`src/rtl/lpp_pkg.sv`:
```
// Shared encodings for the low-address protection and prefix mapper.
package lpp_pkg;
    typedef enum logic [1:0] {
        ACC_LOAD  = 2'd0,
        ACC_STORE = 2'd1,
        ACC_FETCH = 2'd2
    } acc_kind_e;

    typedef enum logic [1:0] {
        SP_PRIMARY   = 2'd0,
        SP_ACCREG    = 2'd1,
        SP_SECONDARY = 2'd2,
        SP_HOME      = 2'd3
    } space_sel_e;

    localparam int NUM_SPACES = 3;
endpackage

```
`src/rtl/lap_window_chk.sv`:
```
// Window classifier: reports whether an address is in one of the first two
// pages and whether it falls in the protected head of such a page.
// Assumes WIN_BYTES is a power of two no larger than the page size.
module lap_window_chk #(
    parameter int ADDR_W    = 32,
    parameter int PAGE_BITS = 12,
    parameter int WIN_BYTES = 512
) (
    input  logic [ADDR_W-1:0] addr,
    output logic              in_low_page,
    output logic              in_window
);
    localparam int WIN_BITS = $clog2(WIN_BYTES);

    // Pages 0 and 1 share all address bits above the page-pair boundary as zero.
    always_comb begin
        in_low_page = (addr[ADDR_W-1:PAGE_BITS+1] == '0);
        in_window   = in_low_page && (addr[PAGE_BITS-1:WIN_BITS] == '0);
    end
endmodule

```
`src/rtl/lap_enable_sel.sv`:
```
// Protection enable selector: combines the enable bit, translation mode and
// the private-space bit of the chosen address space. Flags the
// access-register selector as unsupported when translation is on.
module lap_enable_sel
    import lpp_pkg::*;
(
    input  logic                  prot_en,
    input  logic                  dat_on,
    input  logic [1:0]            space_sel,
    input  logic [NUM_SPACES-1:0] priv_bits,
    output logic                  active,
    output logic                  mode_err
);
    space_sel_e sel;
    logic       priv_sel;

    // Pick the private-space bit belonging to the selected space.
    always_comb begin
        sel      = space_sel_e'(space_sel);
        priv_sel = 1'b0;
        mode_err = 1'b0;
        unique case (sel)
            SP_PRIMARY:   priv_sel = priv_bits[0];
            SP_SECONDARY: priv_sel = priv_bits[1];
            SP_HOME:      priv_sel = priv_bits[2];
            SP_ACCREG:    mode_err = dat_on;
            default:      priv_sel = 1'b0;
        endcase
    end

    // Without translation protection depends only on the enable bit.
    always_comb begin
        if (!prot_en || mode_err) begin
            active = 1'b0;
        end else if (!dat_on) begin
            active = 1'b1;
        end else begin
            active = !priv_sel;
        end
    end
endmodule

```
`src/rtl/prefix_swap.sv`:
```
// Prefix mapper: swaps the low area of real storage with the area at the
// prefix. Assumes the prefix has its low AREA_BITS bits zero.
module prefix_swap #(
    parameter int ADDR_W    = 32,
    parameter int AREA_BITS = 13
) (
    input  logic [ADDR_W-1:0] real_addr,
    input  logic [ADDR_W-1:0] prefix,
    output logic [ADDR_W-1:0] abs_addr
);
    logic in_low_area;
    logic in_pfx_area;

    // The low-area test wins, so a zero prefix maps the low area onto itself.
    always_comb begin
        in_low_area = (real_addr[ADDR_W-1:AREA_BITS] == '0);
        in_pfx_area = (real_addr[ADDR_W-1:AREA_BITS] == prefix[ADDR_W-1:AREA_BITS]);
        if (in_low_area) begin
            abs_addr = real_addr + prefix;
        end else if (in_pfx_area) begin
            abs_addr = real_addr - prefix;
        end else begin
            abs_addr = real_addr;
        end
    end
endmodule

```
`src/rtl/lowprot_prefix_unit.sv`:
```
// Low-address protection checker and prefix mapper. Holds the prefix
// register, classifies each request and registers the result for one cycle.
// Assumes the request inputs are stable for the cycle in which req_valid is high.
module lowprot_prefix_unit
    import lpp_pkg::*;
#(
    parameter int ADDR_W    = 32,
    parameter int PAGE_BITS = 12,
    parameter int WIN_BYTES = 512,
    parameter int AREA_BITS = 13
) (
    input  logic                  clk,
    input  logic                  rst_n,
    input  logic                  req_valid,
    input  logic [ADDR_W-1:0]     req_addr,
    input  logic [1:0]            req_kind,
    input  logic                  prot_en,
    input  logic                  dat_on,
    input  logic [1:0]            space_sel,
    input  logic [NUM_SPACES-1:0] priv_bits,
    input  logic                  pfx_we,
    input  logic [ADDR_W-1:0]     pfx_wdata,
    output logic                  rsp_valid,
    output logic [ADDR_W-1:0]     abs_addr,
    output logic                  prot_fault,
    output logic                  wr_inval_hint,
    output logic                  mode_err
);
    localparam logic [ADDR_W-1:0] PFX_MASK = {{(ADDR_W-AREA_BITS){1'b1}}, {AREA_BITS{1'b0}}};

    logic [ADDR_W-1:0] prefix_q;
    logic              in_low_page, in_window;
    logic              prot_active, sel_err;
    logic [ADDR_W-1:0] mapped;
    logic              fault_d, hint_d;
    logic [ADDR_W-1:0] abs_d;

    // Prefix register, aligned on write.
    always_ff @(posedge clk) begin
        if (!rst_n) begin
            prefix_q <= '0;
        end else if (pfx_we) begin
            prefix_q <= pfx_wdata & PFX_MASK;
        end
    end

    lap_window_chk #(
        .ADDR_W(ADDR_W), .PAGE_BITS(PAGE_BITS), .WIN_BYTES(WIN_BYTES)
    ) u_win (
        .addr(req_addr), .in_low_page(in_low_page), .in_window(in_window)
    );

    lap_enable_sel u_en (
        .prot_en(prot_en), .dat_on(dat_on), .space_sel(space_sel),
        .priv_bits(priv_bits), .active(prot_active), .mode_err(sel_err)
    );

    prefix_swap #(
        .ADDR_W(ADDR_W), .AREA_BITS(AREA_BITS)
    ) u_swap (
        .real_addr(req_addr), .prefix(prefix_q), .abs_addr(mapped)
    );

    // Combine classification into fault, hint and address.
    always_comb begin
        fault_d = prot_active && in_window && (acc_kind_e'(req_kind) == ACC_STORE);
        hint_d  = prot_active && in_low_page;
        abs_d   = (fault_d || sel_err) ? '0 : mapped;
    end

    // Output register: one result per request, cleared when idle.
    always_ff @(posedge clk) begin
        if (!rst_n) begin
            rsp_valid     <= 1'b0;
            abs_addr      <= '0;
            prot_fault    <= 1'b0;
            wr_inval_hint <= 1'b0;
            mode_err      <= 1'b0;
        end else begin
            rsp_valid     <= req_valid;
            abs_addr      <= req_valid ? abs_d : '0;
            prot_fault    <= req_valid && fault_d;
            wr_inval_hint <= req_valid && hint_d;
            mode_err      <= req_valid && sel_err;
        end
    end
endmodule

```
`config.mk`:
```
export PLATFORM = sky130hd
export DESIGN_NAME = lowprot_prefix_unit
export DESIGN_NICKNAME = d
export VERILOG_FILES = /design/src/rtl/lpp_pkg.sv /design/src/rtl/lap_window_chk.sv /design/src/rtl/lap_enable_sel.sv /design/src/rtl/prefix_swap.sv /design/src/rtl/lowprot_prefix_unit.sv
export SDC_FILE = /design/constraint.sdc
export NUM_CORES = 1
export LEC_CHECK = 0
export ABC_CLOCK_PERIOD_IN_PS = 3240
export BUFFER_PORTS_ARGS = -buffer_cell sky130_fd_sc_hd__buf_2
export CAP_MARGIN = 20
export CORE_MARGIN = 5
export CORE_UTILIZATION = 41
export CTS_CLUSTER_DIAMETER = 100
export CTS_CLUSTER_SIZE = 16
export DETAILED_ROUTE_END_ITERATION = 10
export PLACE_DENSITY = 0.68
export SLEW_MARGIN = 20
export SYNTH_ARGS = -nofsm -noshare
export SYNTH_HDL_FRONTEND = slang
export SYNTH_SLANG_ARGS = --single-unit
```
`constraint.sdc`:
```
create_clock -name clk -period 3.24 [get_ports clk]
set_input_delay 0.162 -clock clk [delete_from_list [all_inputs] [get_ports clk]]
set_output_delay 0.162 -clock clk [all_outputs]
set_load 0.01 [all_outputs]
```
---- Word level (Yosys, flattened, before mapping) ----
Index checks and enable logic that the tools add are counted.
word-level totals
  register bits after elaboration ......... 55
  bits of input ports ..................... 77
  output and inout port bits .............. 36
  logic and storage cells ................. 36
operators by class
  add/subtract/negate cells ............... 2
  equality and inequality tests ........... 5
  multiplexer cells ....................... 6
  bitwise operators ....................... 2
  reductions and logical operators ........ 15
operator list
  kind                                                 count
  2-to-1 mux 32 bit                                    2
  adder 32 bit                                         1
  subtractor 32 bit                                    1
  equality test 19 bit                                 1
  zero test 19 bit                                     1
  logical AND 1 bit                                    7
  equality test 2 x 1 -> 1 bit, second input constant  2
  equality test 2 bit, second input constant           2
  zero test 3 bit                                      1
  2-to-1 mux 1 bit                                     3
  one-hot mux 1 bit (3 select lines)                   1
  OR reduction 3 bit                                   1
  zero test 1 bit                                      2
  zero test 2 bit                                      1
  logical OR 1 bit                                     2
  inverter 1 bit                                       2

---- Depth between registers and ports, before layout ----
Gate-level depths: netlist of the first run.
  depth in word-level cells ............... 9
  gate-level depth with buffers ........... 12
  gate-level depth less buffers ........... 11

---- By module ----
From an unflattened synthesis of the first run, not the netlist that was laid out.
second synthesis, totals
  cells, all modules ...................... 761
  area, all modules ....................... 5926.9 µm²
by module, submodules not included
  module               times used  cells each  area an instance (µm²)  seq. area each (µm²)
  prefix_swap          1           597         3812.4                  0.0
  lowprot_prefix_unit  1           147         2013.2                  1101.1
  lap_window_chk       1           10          58.8                    0.0
  lap_enable_sel       1           7           42.5                    0.0

---- Worst setup path before layout of the first run ----
No wires, ideal clock.
  kind .................................... register to register
  from .................................... register prefix_q[27]
  to ...................................... register abs_addr[30]
  library setup time ...................... 0.086 ns
  data arrival time ....................... 2.923 ns
  required time ........................... 3.154 ns
  slack ................................... 0.231 ns
  cell stages (with the launch flop) ...... 11
  buffers on the path ..................... 2
  period minus slack after synthesis ...... 3.009 ns
  path through ............................ dfxtp_1 -> inv_1 -> ha_1 -> buf_2 -> nand2_1 -> or3_1 -> or4_1 -> buf_2 -> or4_1 -> or3_1 -> a221oi_2
between the ends
  cells in the longest elaborated chain, start to end .. 3
  elaborated cells on any way between the ends .. 5
  classes of those cells .................. add/sub (2); eq/ne (1); mux (2)
RTL lines
  element                                                    RTL line                              RTL
  from (decl)                                                lowprot_prefix_unit.sv:31             logic [ADDR_W-1:0] prefix_q;
  from (signal assigned)                                     lowprot_prefix_unit.sv:43             prefix_q <= pfx_wdata & PFX_MASK;
  subtractor 32 bit or equality test 19 bit (tied branches)  prefix_swap.sv:21, prefix_swap.sv:17
  2-to-1 mux 32 bit                                          prefix_swap.sv:20                     end else if (in_pfx_area) begin
  2-to-1 mux 32 bit (*)                                      prefix_swap.sv:18                     if (in_low_area) begin
  to (signal assigned)                                       lowprot_prefix_unit.sv:81             abs_addr <= req_valid ? abs_d : '0;
  to (decl)                                                  lowprot_prefix_unit.sv:24             output logic [ADDR_W-1:0] abs_addr,
Every way passes the cells marked *; elsewhere a longest branch is shown, timed or not.
A chain may end at the register's enable or synchronous reset.

---- Worst setup path after layout of the first run ----
  from .................................... register prefix_q[23]
  to ...................................... register abs_addr[30]
Same word-level chain as after synthesis.

==> impl_metrics.tcl, run 1 <==
set metrics [dict create \
    relSlewSlack_pct 55.9 \
    clockBufferDepth 2 \
    globalRouteOverflowTotal 0 \
    placeableCoreArea_mm2 0.00911 \
    cts.clk_slew.worst_paths_ps 100 \
    total_power_mw 1.66 \
    ys_warn_count 0 \
    fin_ws_ps 210 \
    antenna_found_initial 0 \
    drtPass1Iterations 5 \
    grt_max_degree 21 \
    cpPeakStageDelay_ps 570 \
    r2r_setup_slack_ps 210 \
    synth_top_cells_by_count "dfxtp_1, a21oi_1, ha_1" \
    place_congestion 0.926 \
    die_area_mm2 0.0113 \
    cts_resized 0 \
    drt-met1-wl_um 5240 \
    synth_area_leaders "dfxtp_1, ha_1, mux2i_1" \
    ys_types 52 \
    postSynth.asyncResetShare_pct 0 \
    required_ps 3460 \
    syn_avg_cell_area_um2 8.02 \
    fp.dieW_um 106 \
    drt_wl_total_um 11300 \
    die_h_um 106 \
    yosys.cell_count.top_type "dfxtp_1" \
    initialDrtViolationCount 310 \
    clock.fmax_mhz 330 \
    syn_to_final_growth_pct 20.8 \
    htree_levels 2 \
    cap_violations 0 \
    cts_tree "yes" \
    rsz0062_at_grt "false" \
    p_sw_share_pct 31.6 \
    grt_pass1_vias 3521 \
    drive_gt1_share_pct 22.6 \
    tns_ps 0 \
    top_layer "met4" \
    post-route-drc-count 0 \
    antennaDiodeCount 0 \
    pwr-share-seq_pct 43.6 \
    syn-num-nets 587 \
    synth-edff-count 0 \
    irDropWorstVdd_mv 0.186 \
    grt_pass1_wl_um 17900 \
    min_period_ps 3030 \
    wl_per_cell_um 16.5 \
    status "finished clean" \
    leakage_nw 2.11 \
    path_buf_inv 1 \
    hold_viol_final 0 \
    synth_area_mm2 0.00378 \
    start_util_pct 41.6 \
    antenna_left 0 \
    drv_slew 0 \
    cp_top_family "simple AND/OR/NAND/NOR gates" \
    setup_viol 0 \
    p_sw_mw 0.524 \
    grt_usage_pct 19.6 \
    whs_ps 46.5 \
    io_buffers 99 \
    cts_buffers 5 \
    post_cts_buffers 0 \
    slowest_stage "or4_1" \
    worst-slew-pin-transition_ps 658 \
    clkSinkCount 55 \
    wl_met2_um 4930 \
    synth-seq-cells 55 \
    nets 686 \
    ys_seq_area_share_pct 29.1 \
    rows 35 \
    skew_ps 15.9 \
    p_int_mw 1.14 \
    ios 113 \
    post_cts_hold_buffer_count 0 \
    hold_path_class "input port to flip-flop" \
    synthFlopType "dfxtp_1" \
    dp_slack_ps 260 \
    synth_top_area_share_pct 29.1 \
    post-route-period-util_pct 93.5 \
    root_buffer "clkbuf_8" \
    clock_latency_ps 320 \
    met3WireLength_um 891 \
    critPathKind "flip-flop to flip-flop" \
    arrival_ps 3250 \
    crit_fanout 3 \
    powerDensity_mw_per_mm2 363 \
    syn_inst 472 \
    cp_cell_sequence "inv_1, ha_1, nand4_2, or3_1, or4_1, or4_1, or3_1, a221oi_2" \
    p_comb_share_pct 28.2 \
    start_kind "flip-flop" \
    hpwl_um 9280 \
    cp-end-kind "flip-flop" \
    p_clk_share_pct 28.2 \
    vias 3778 \
    synth_largest_area_cell "dfxtp_1" \
    vias_per_cell 5.53 \
]
==> routing by layer <==
metal / global-route usage, % / vias to the layer above
met1: 27.8 / 1738
met5: 0 / -
met3: 3.83 / 15
li1: - / 1877
met4: 4.72 / 0
met2: 30.8 / 148
==> power by group through the flow <==
stage	Combinational, mW	Clock [mW]	Sequential (mW)
after floorplan	0.282	0	0.744
after global placement	0.458	0	0.738
after detailed placement	0.463	0	0.740
after CTS	0.464	0.484	0.724
after global routing	0.518	0.516	0.729
final	0.468	0.468	0.724
==> cell families after synthesis <==
family | after synthesis | synth area share [%]
xor gates and xnor gates | 10 | 2.31
buffers and inverters | 60 | 6.28
muxes | 21 | 5.55
and+or+nand+nor | 166 | 23.0
AOI/OAI and AO/OA | 122 | 20.8
DFF | 55 | 29.1
adders and majority gates | 38 | 13.0
==> sequential cells by signal (all words and copies together), names as in the netlist <==
register	count
rsp_valid	1
wr_inval_hint	1
prot_fault	1
abs_addr	32
mode_err	1
prefix_q	19
==> cells in the final DEF, fill, tap and decap left out, types with 3 or more instances in the layout <==
cell type	synthesis	routed
nand3_1	12	12
nand4_1	5	5
buf_4	1	19
and3_1	5	5
o21a_1	4	4
and2_1	11	11
a211oi_1	13	13
nor2_1	32	32
a311oi_1	3	3
nor4_1	11	11
xnor2_1	6	6
mux2i_1	21	21
nand2_1	31	31
a21oi_1	36	36
clkbuf_8	0	5
nor2b_1	27	27
nor3_1	10	9
o21ai_0	29	29
o41ai_1	3	3
xor2_1	4	4
o211ai_1	4	4
ha_1	36	36
dfxtp_1	55	55
or3_1	8	8
buf_2	7	99
inv_1	34	34
or4_1	3	3
o31ai_1	3	3
nand2b_1	7	7
==> per-stage QoR <==
stage | std cells | cell area [um^2] | util (%)
floorplan | 472 | 3780 | -
detailed placement | 675 | 4460 | 48.9
finish | 683 | 4570 | 50.2
CTS | 683 | 4570 | 50.2
global placement | 675 | 4460 | 48.9
global route | 683 | 4570 | 50.2
==> area by class of cell <==
class,count,area (um^2)
Tap cell,111,139
Timing Repair Buffer,118,638
Clock inverter,3,46.3
Multi-Input combinational cell,357,2450
Sequential cell,55,1100
Clock buffer,5,68.8
Inverter,34,128
Fill cell,908,4540
==> path summary, 6_finish.rpt <==
| path | from | end | cells past startpoint |
|---|---|---|---|
| setup / recovery | prefix_q[23]$_SDFFE_PN0P_ | abs_addr[30]$_SDFF_PP0_ | 8 |
| hold reg to reg | prefix_q[19]$_SDFFE_PN0P_ | prefix_q[19]$_SDFFE_PN0P_ | 2 |
| hold / removal | req_addr[0] | abs_addr[0]$_SDFF_PP0_ | 2 |
| setup reg to reg | prefix_q[23]$_SDFFE_PN0P_ | abs_addr[30]$_SDFF_PP0_ | 8 |
(Power assumes the default switching activity.)
==> inputs of run 2 (changes only) <==
--- a/config.mk
+++ b/config.mk
@@ -11,3 +11,3 @@
 export CORE_MARGIN = 5
-export CORE_UTILIZATION = 41
+export CORE_UTILIZATION = 47
 export CTS_CLUSTER_DIAMETER = 100
@@ -15,3 +15,3 @@
 export DETAILED_ROUTE_END_ITERATION = 10
-export PLACE_DENSITY = 0.68
+export PLACE_DENSITY = 0.77
 export SLEW_MARGIN = 20
==> constraint.sdc (replaced) <==
create_clock -name clk -period 3.24 [get_ports clk]
set_input_delay 0.324 -clock clk [delete_from_list [all_inputs] [get_ports clk]]
set_output_delay 0.324 -clock clk [all_outputs]
set_load 0.01 [all_outputs]
==> run 2 against run 1 <==
  * Fmax decreased by 2.0%
  * Global-route usage increased by 3.1 points
  * Setup slack got worse by 63 ps
  * Total power increased by 1.1%
  * Final cell count decreased by 0.44%
==> impl_metrics.tcl, run 2 (synthesis results as in run 1) <==
set metrics [dict create \
    required_ps 3460 \
    post_cts_buffers 0 \
    antennaDiodeCount 0 \
    largest_reg_flops 32 \
    setup_viol 0 \
    cp_top_family "simple AND/OR/NAND/NOR gates" \
    irDropWorstVdd_mv 0.178 \
    relSlewSlack_pct 56.6 \
    r2r-start "prefix_q[23]$_SDFFE_PN0P_" \
    hold_viol_final 0 \
    register_area_mm2 0.00110 \
    placeableCoreArea_mm2 0.00777 \
    p_int_mw 1.14 \
    grt_max_degree 21 \
    p_sw_share_pct 31.9 \
    mostFrequentLayoutCells "buf_2, dfxtp_1, a21oi_1, ha_1, inv_1" \
    n_fill_cell 747 \
    rsz0062_at_grt "false" \
    root_buffer "clkbuf_8" \
    initialDrtViolationCount 320 \
    clockBufferDepth 2 \
    min_period_ps 3090 \
    r2r_setup_slack_ps 150 \
    fin_ws_ps 147 \
    vias 3875 \
    nets 692 \
    multi_input_area_mm2 0.00245 \
    post-route-period-util_pct 95.5 \
    grt_pass1_wl_um 18300 \
    start_util_pct 48.7 \
    top_layer "met4" \
    die_area_mm2 0.00995 \
    antenna_left 0 \
    crit_fanout 3 \
    post-route-drc-count 0 \
    die_h_um 99.7 \
    hpwl_um 9410 \
    total_power_mw 1.68 \
    grt_usage_pct 22.8 \
    reg_top3 "abs_addr: 32 flops, prefix_q: 19 flops" \
    globalRouteOverflowTotal 0 \
    skew_ps 13.5 \
    cpPeakStageDelay_ps 570 \
    layout_commonest_cell "buf_2" \
    whs_ps 204 \
    clock_latency_ps 320 \
    drtPass1Iterations 5 \
    place_congestion 1.02 \
    dp_slack_ps 158 \
    fp.dieW_um 99.7 \
    hold_path_class "input port to flip-flop" \
    path_buf_inv 1 \
    slowest_stage "or4_1" \
    drt_wl_total_um 11500 \
    cts.clk_slew.worst_paths_ps 110 \
    syn_to_final_growth_pct 21.7 \
    cap_violations 0 \
    powerDensity_mw_per_mm2 364 \
    leakage_nw 2.15 \
    top_register "abs_addr" \
    drive_gt1_share_pct 23.4 \
    final_core_util_pct 59.3 \
    met3WireLength_um 1060 \
    worst-slew-pin-transition_ps 647 \
    drv_slew 0 \
    antenna_found_initial 0 \
    cp_cell_sequence "inv_1, ha_1, nand4_2, or3_1, or4_1, or4_1, or3_1, a221oi_2" \
    rows 32 \
    wl_met2_um 5080 \
    cp-end-kind "flip-flop" \
    r2r_end "abs_addr[30]$_SDFF_PP0_" \
    pwr-share-seq_pct 43.2 \
    p_comb_share_pct 28.4 \
    cts_resized 0 \
    grt_pass1_vias 3646 \
    p_clk_share_pct 28.4 \
    cts_tree "yes" \
    cts_buffers 5 \
    tns_ps 0 \
    clkSinkCount 55 \
    critPathKind "flip-flop to flip-flop" \
    htree_levels 2 \
    vias_per_cell 5.70 \
    ios 113 \
    min_to "abs_addr[12]$_SDFF_PP0_" \
    drt-met1-wl_um 5200 \
    status "finished clean" \
    post_cts_hold_buffer_count 0 \
    wl_per_cell_um 16.9 \
    io_buffers 99 \
    hold_depth 2 \
    start_kind "flip-flop" \
    clock.fmax_mhz 323 \
    arrival_ps 3310 \
    p_sw_mw 0.535 \
    reg2regPathDepth 8 \
    hp-start "req_addr[12]" \
]
run 2: worst register-to-register path, stage by stage (launching register included):
cell	delay [ps]
dfxtp_1	390
inv_1	60
ha_1	300
nand4_2	160
or3_1	430
or4_1	570
or4_1	470
or3_1	340
a221oi_2	290
run 2: layout make-up:
type / instances / area share, %
inverters: 34 / 2.77
flip-flops and latches: 55 / 23.9
well taps: 102 / 2.77
multi-input cells: 357 / 53.2
clock inverters: 3 / 1.03
repair buffers: 124 / 14.8
clock buffers: 5 / 1.49
run 2: worst max-delay path by stage:
stage / startpoint / end / cells past startpoint
2_1_floorplan: prefix_q[27]$_SDFFE_PN0P_ / abs_addr[30]$_SDFF_PP0_ / 10
3_3_place_gp: req_addr[24] / abs_addr[30]$_SDFF_PP0_ / 8
4_1_cts: prefix_q[23]$_SDFFE_PN0P_ / abs_addr[30]$_SDFF_PP0_ / 8
6_report: prefix_q[23]$_SDFFE_PN0P_ / abs_addr[30]$_SDFF_PP0_ / 8
5_1_grt: prefix_q[24]$_SDFFE_PN0P_ / abs_addr[30]$_SDFF_PP0_ / 8
3_5_place_dp: req_addr[23] / abs_addr[30]$_SDFF_PP0_ / 8
run 2: power groups by stage:
stage                     combinational [mW]  sequential (mW)  clock (mW)
after detailed placement               0.469            0.740           0
final                                  0.477            0.724       0.477
after global routing                   0.524            0.729       0.519
after global placement                 0.464            0.738           0
after CTS                              0.471            0.724       0.487
after floorplan                        0.282            0.744           0
run 2: metal layers:
| layer | global-route usage, % | up-vias |
|---|---|---|
| li1 | - | 1887 |
| met1 | 32.4 | 1786 |
| met2 | 36.0 | 187 |
| met3 | 3.37 | 15 |
| met4 | 5.88 | 0 |
| met5 | 0 | - |
run 2: per-stage QoR:
| step | std cells | cell area (um^2) |
|---|---|---|
| 3_3_place_gp | 672 | 4490 |
| 3_5_place_dp | 672 | 4490 |
| 6_report | 680 | 4610 |
| 2_1_floorplan | 472 | 3780 |
| 5_1_grt | 680 | 4610 |
| 4_1_cts | 680 | 4610 |
==> inputs of run 3 (changes only) <==
- CORE_UTILIZATION: 47 -> 52
- PLACE_DENSITY: 0.77 -> 0.79
- REMOVE_ABC_BUFFERS: unset -> 1
- SYNTH_HIERARCHICAL: unset -> 1
==> run 3 against run 2 <==
  * First-iteration DRC count rose by 130%
  * Non-clock buffer count is 19 higher
  * Clock power increased by 51%
  * Design area increased by 52%
  * Die area grew 37%
  * Sequential power is essentially flat
  * Wire length rose by 62%
  * Clock skew fell by 6.0 ps
  * Via count up 63%
  * Synthesized cell count rose by 61%
  * Critical path depth grew 3
  * Largest cell class unchanged
==> impl_metrics.tcl, run 3 <==
set metrics [dict create \
    antenna_found_initial 0 \
    top_register "abs_addr" \
    hold_viol_final 0 \
    n_fill_cell 1061 \
    hold_path_class "input port to flip-flop" \
    p_sw_share_pct 34.5 \
    place_congestion 0.998 \
    antennaDiodeCount 0 \
    die_area_mm2 0.0136 \
    cts.clk_slew.worst_paths_ps 70 \
    nets 1027 \
    rows 39 \
    rsz0062_at_grt "false" \
    postSynth.asyncResetShare_pct 0 \
    clock_latency_ps 310 \
    slowest_stage "o21bai_1" \
    clockBufferDepth 2 \
    start_util_pct 52.6 \
    status "finished clean" \
    initialDrtViolationCount 736 \
    irDropWorstVdd_mv 0.315 \
    drt_wl_total_um 18700 \
    clock.fmax_mhz 339 \
    hpwl_um 14000 \
    largest_reg_flops 32 \
    placeableCoreArea_mm2 0.0113 \
    ys_types 72 \
    dpl-instance-area_mm2 0.00681 \
    root_buffer "clkbuf_16" \
    syn_to_final_growth_pct 18.2 \
    synth_top_area_share_pct 18.6 \
    hold_depth 2 \
    min_period_ps 2950 \
    start_kind "flip-flop" \
    reg_top3 "abs_addr: 32 flops, prefix_q: 19 flops" \
    final_cells 1030 \
    setup_viol 0 \
    cap_violations 0 \
    required_ps 3410 \
    clkSinkCount 55 \
    pwr-share-seq_pct 31.8 \
    cp-end-kind "flip-flop" \
    ys_warn_count 6 \
    grt_pass1_vias 5950 \
    fin_ws_ps 293 \
    powerDensity_mw_per_mm2 324 \
    ios 113 \
    cts_buffers 5 \
    synthFlopType "dfxtp_1" \
    grt_usage_pct 27.3 \
    layout_commonest_cell "buf_2" \
    p_comb_share_pct 36.6 \
    synth_area_mm2 0.00593 \
    design_area_mm2 0.00700 \
    synth_top_cells_by_count "a21oi_1, ha_1, inv_1" \
    p_clk_share_pct 31.6 \
    cpPeakStageDelay_ps 440 \
    grt_max_degree 39 \
    antenna_left 0 \
    mostFrequentLayoutCells "buf_2, a21oi_1, ha_1, inv_1, nor2_1" \
    drv_slew 0 \
    die_h_um 117 \
    grt_pass1_wl_um 29500 \
    ys_seq_area_share_pct 18.6 \
    crit_fanout 5 \
    wl_per_cell_um 18.1 \
    cp_cell_sequence "inv_1, ha_1, inv_1, nor2_1, nand2_1, nor2_1, a21boi_0, o21bai_1, nor4_1, a221o_1, nor4b_2" \
    leakage_nw 3.15 \
    worst-slew-pin-transition_ps 685 \
    yosys.cell_count.top_type "a21oi_1" \
    synth_area_leaders "dfxtp_1, ha_1, nor4b_2" \
    reg2regPathDepth 11 \
    syn_inst 761 \
    arrival_ps 3120 \
    post-route-drc-count 0 \
    cts_tree "yes" \
    post-route-period-util_pct 91.0 \
    drtPass1Iterations 8 \
    dp_slack_ps 88.7 \
    drive_gt1_share_pct 22.8 \
    globalRouteOverflowTotal 0 \
    synth-edff-count 0 \
    vias 6328 \
    p_sw_mw 0.784 \
    synth-seq-cells 55 \
    vias_per_cell 6.14 \
    io_buffers 99 \
    htree_levels 2 \
    synth_largest_area_cell "dfxtp_1" \
    skew_ps 7.49 \
    post_cts_hold_buffer_count 0 \
    p_int_mw 1.49 \
    syn_avg_cell_area_um2 7.79 \
    fp.dieW_um 117 \
    relSlewSlack_pct 54.1 \
    dp_cells 1022 \
    critPathKind "flip-flop to flip-flop" \
]
==> run 3: changes by cell type after synthesis, sizes merged, moves of 19 or more <==
| cell | change |
|---|---|
| nor2 | +26 |
| nor4b | +31 |
| inv | +27 |
| a21oi | +51 |
| o21bai | +19 |
| ha | +26 |
==> run 3: path summary, 6_finish.rpt <==
path / startpoint / end / slack (ps)
worst min-delay path: req_valid / mode_err$_SDFF_PN0_ / 260
worst min register to register: prefix_q[23]$_SDFFE_PN0P_ / prefix_q[23]$_SDFFE_PN0P_ / 550
worst max-delay path: prefix_q[14]$_SDFFE_PN0P_ / abs_addr[31]$_SDFF_PP0_ / 290
worst max register to register: prefix_q[14]$_SDFFE_PN0P_ / abs_addr[31]$_SDFF_PP0_ / 290
==> run 3: power groups by stage <==
stage | sequential [mW] | clock, mW | combinational, mW
after floorplan | 0.744 | 0 | 0.518
after global placement | 0.737 | 0 | 0.781
after detailed placement | 0.738 | 0 | 0.790
after CTS | 0.722 | 0.726 | 0.796
after global routing | 0.726 | 0.750 | 0.905
final | 0.722 | 0.718 | 0.830
==> run 3: area by class of cell <==
class / count / area, um^2 / share of cell area (%)
multi-input cells: 620 / 4460 / 63.6
flip-flops and latches: 55 / 1100 / 15.7
repair buffers: 143 / 851 / 12.1
inverters: 61 / 229 / 3.27
well taps: 143 / 179 / 2.55
clock buffers: 6 / 129 / 1.84
clock inverters: 2 / 60.1 / 0.857
==> run 3: worst max-delay path, delay by kind of cell (launching register included) <==
| kind | cells | cell delay (ps) |
|---|---|---|
| compound gates | 3 | 880 |
| fa+ha+maj | 1 | 350 |
| buf+inv | 2 | 180 |
| flops | 1 | 350 |
| simple gates | 5 | 1040 |
==> run 3: per-layer routing <==
metal  track usage, %  vias to the layer above  part of all wire [%]
met1             35.5                     2919                    41
met4             11.6                        0                   3.3
met2             45.0                      340                    47
li1                 -                     3005                     -
met3             4.09                       64                   9.0
met5                0                        -                     0
==> run 3: cells by family (layout without fill, tap and decap cells) <==
kind of cell	Yosys count	count (layout)	share of synthesized area, %
AO/OA/AOI/OAI	251	251	28.2
flip-flops	55	55	18.6
other	1	28	0.0633
XOR/XNOR	11	11	1.63
buffers and inverters	113	212	8.32
AND/OR/NAND/NOR	244	244	25.8
multiplexers	22	22	3.72
adder cells (fa/ha/maj)	64	64	13.8
==> run 3: per-stage QoR <==
| step | TNS [ps] | hold slack (ps) | power [mW] | utilization, % |
|---|---|---|---|---|
| after floorplan | -10890 | 452 | 1.26 | - |
| after global placement | 0 | 523 | 1.52 | 60.4 |
| after detailed placement | 0 | 535 | 1.53 | 60.4 |
| after CTS | 0 | 264 | 2.24 | 62.1 |
| after global routing | 0 | 274 | 2.38 | 62.1 |
| final | 0 | 263 | 2.27 | 62.1 |
==> run 3: timing repair <==
item	4_1_cts	5_1_grt
endpoints found under the setup margin	0	6
resized for setup	0	1
setup buffers	0	0
endpoints found under the hold margin	0	0
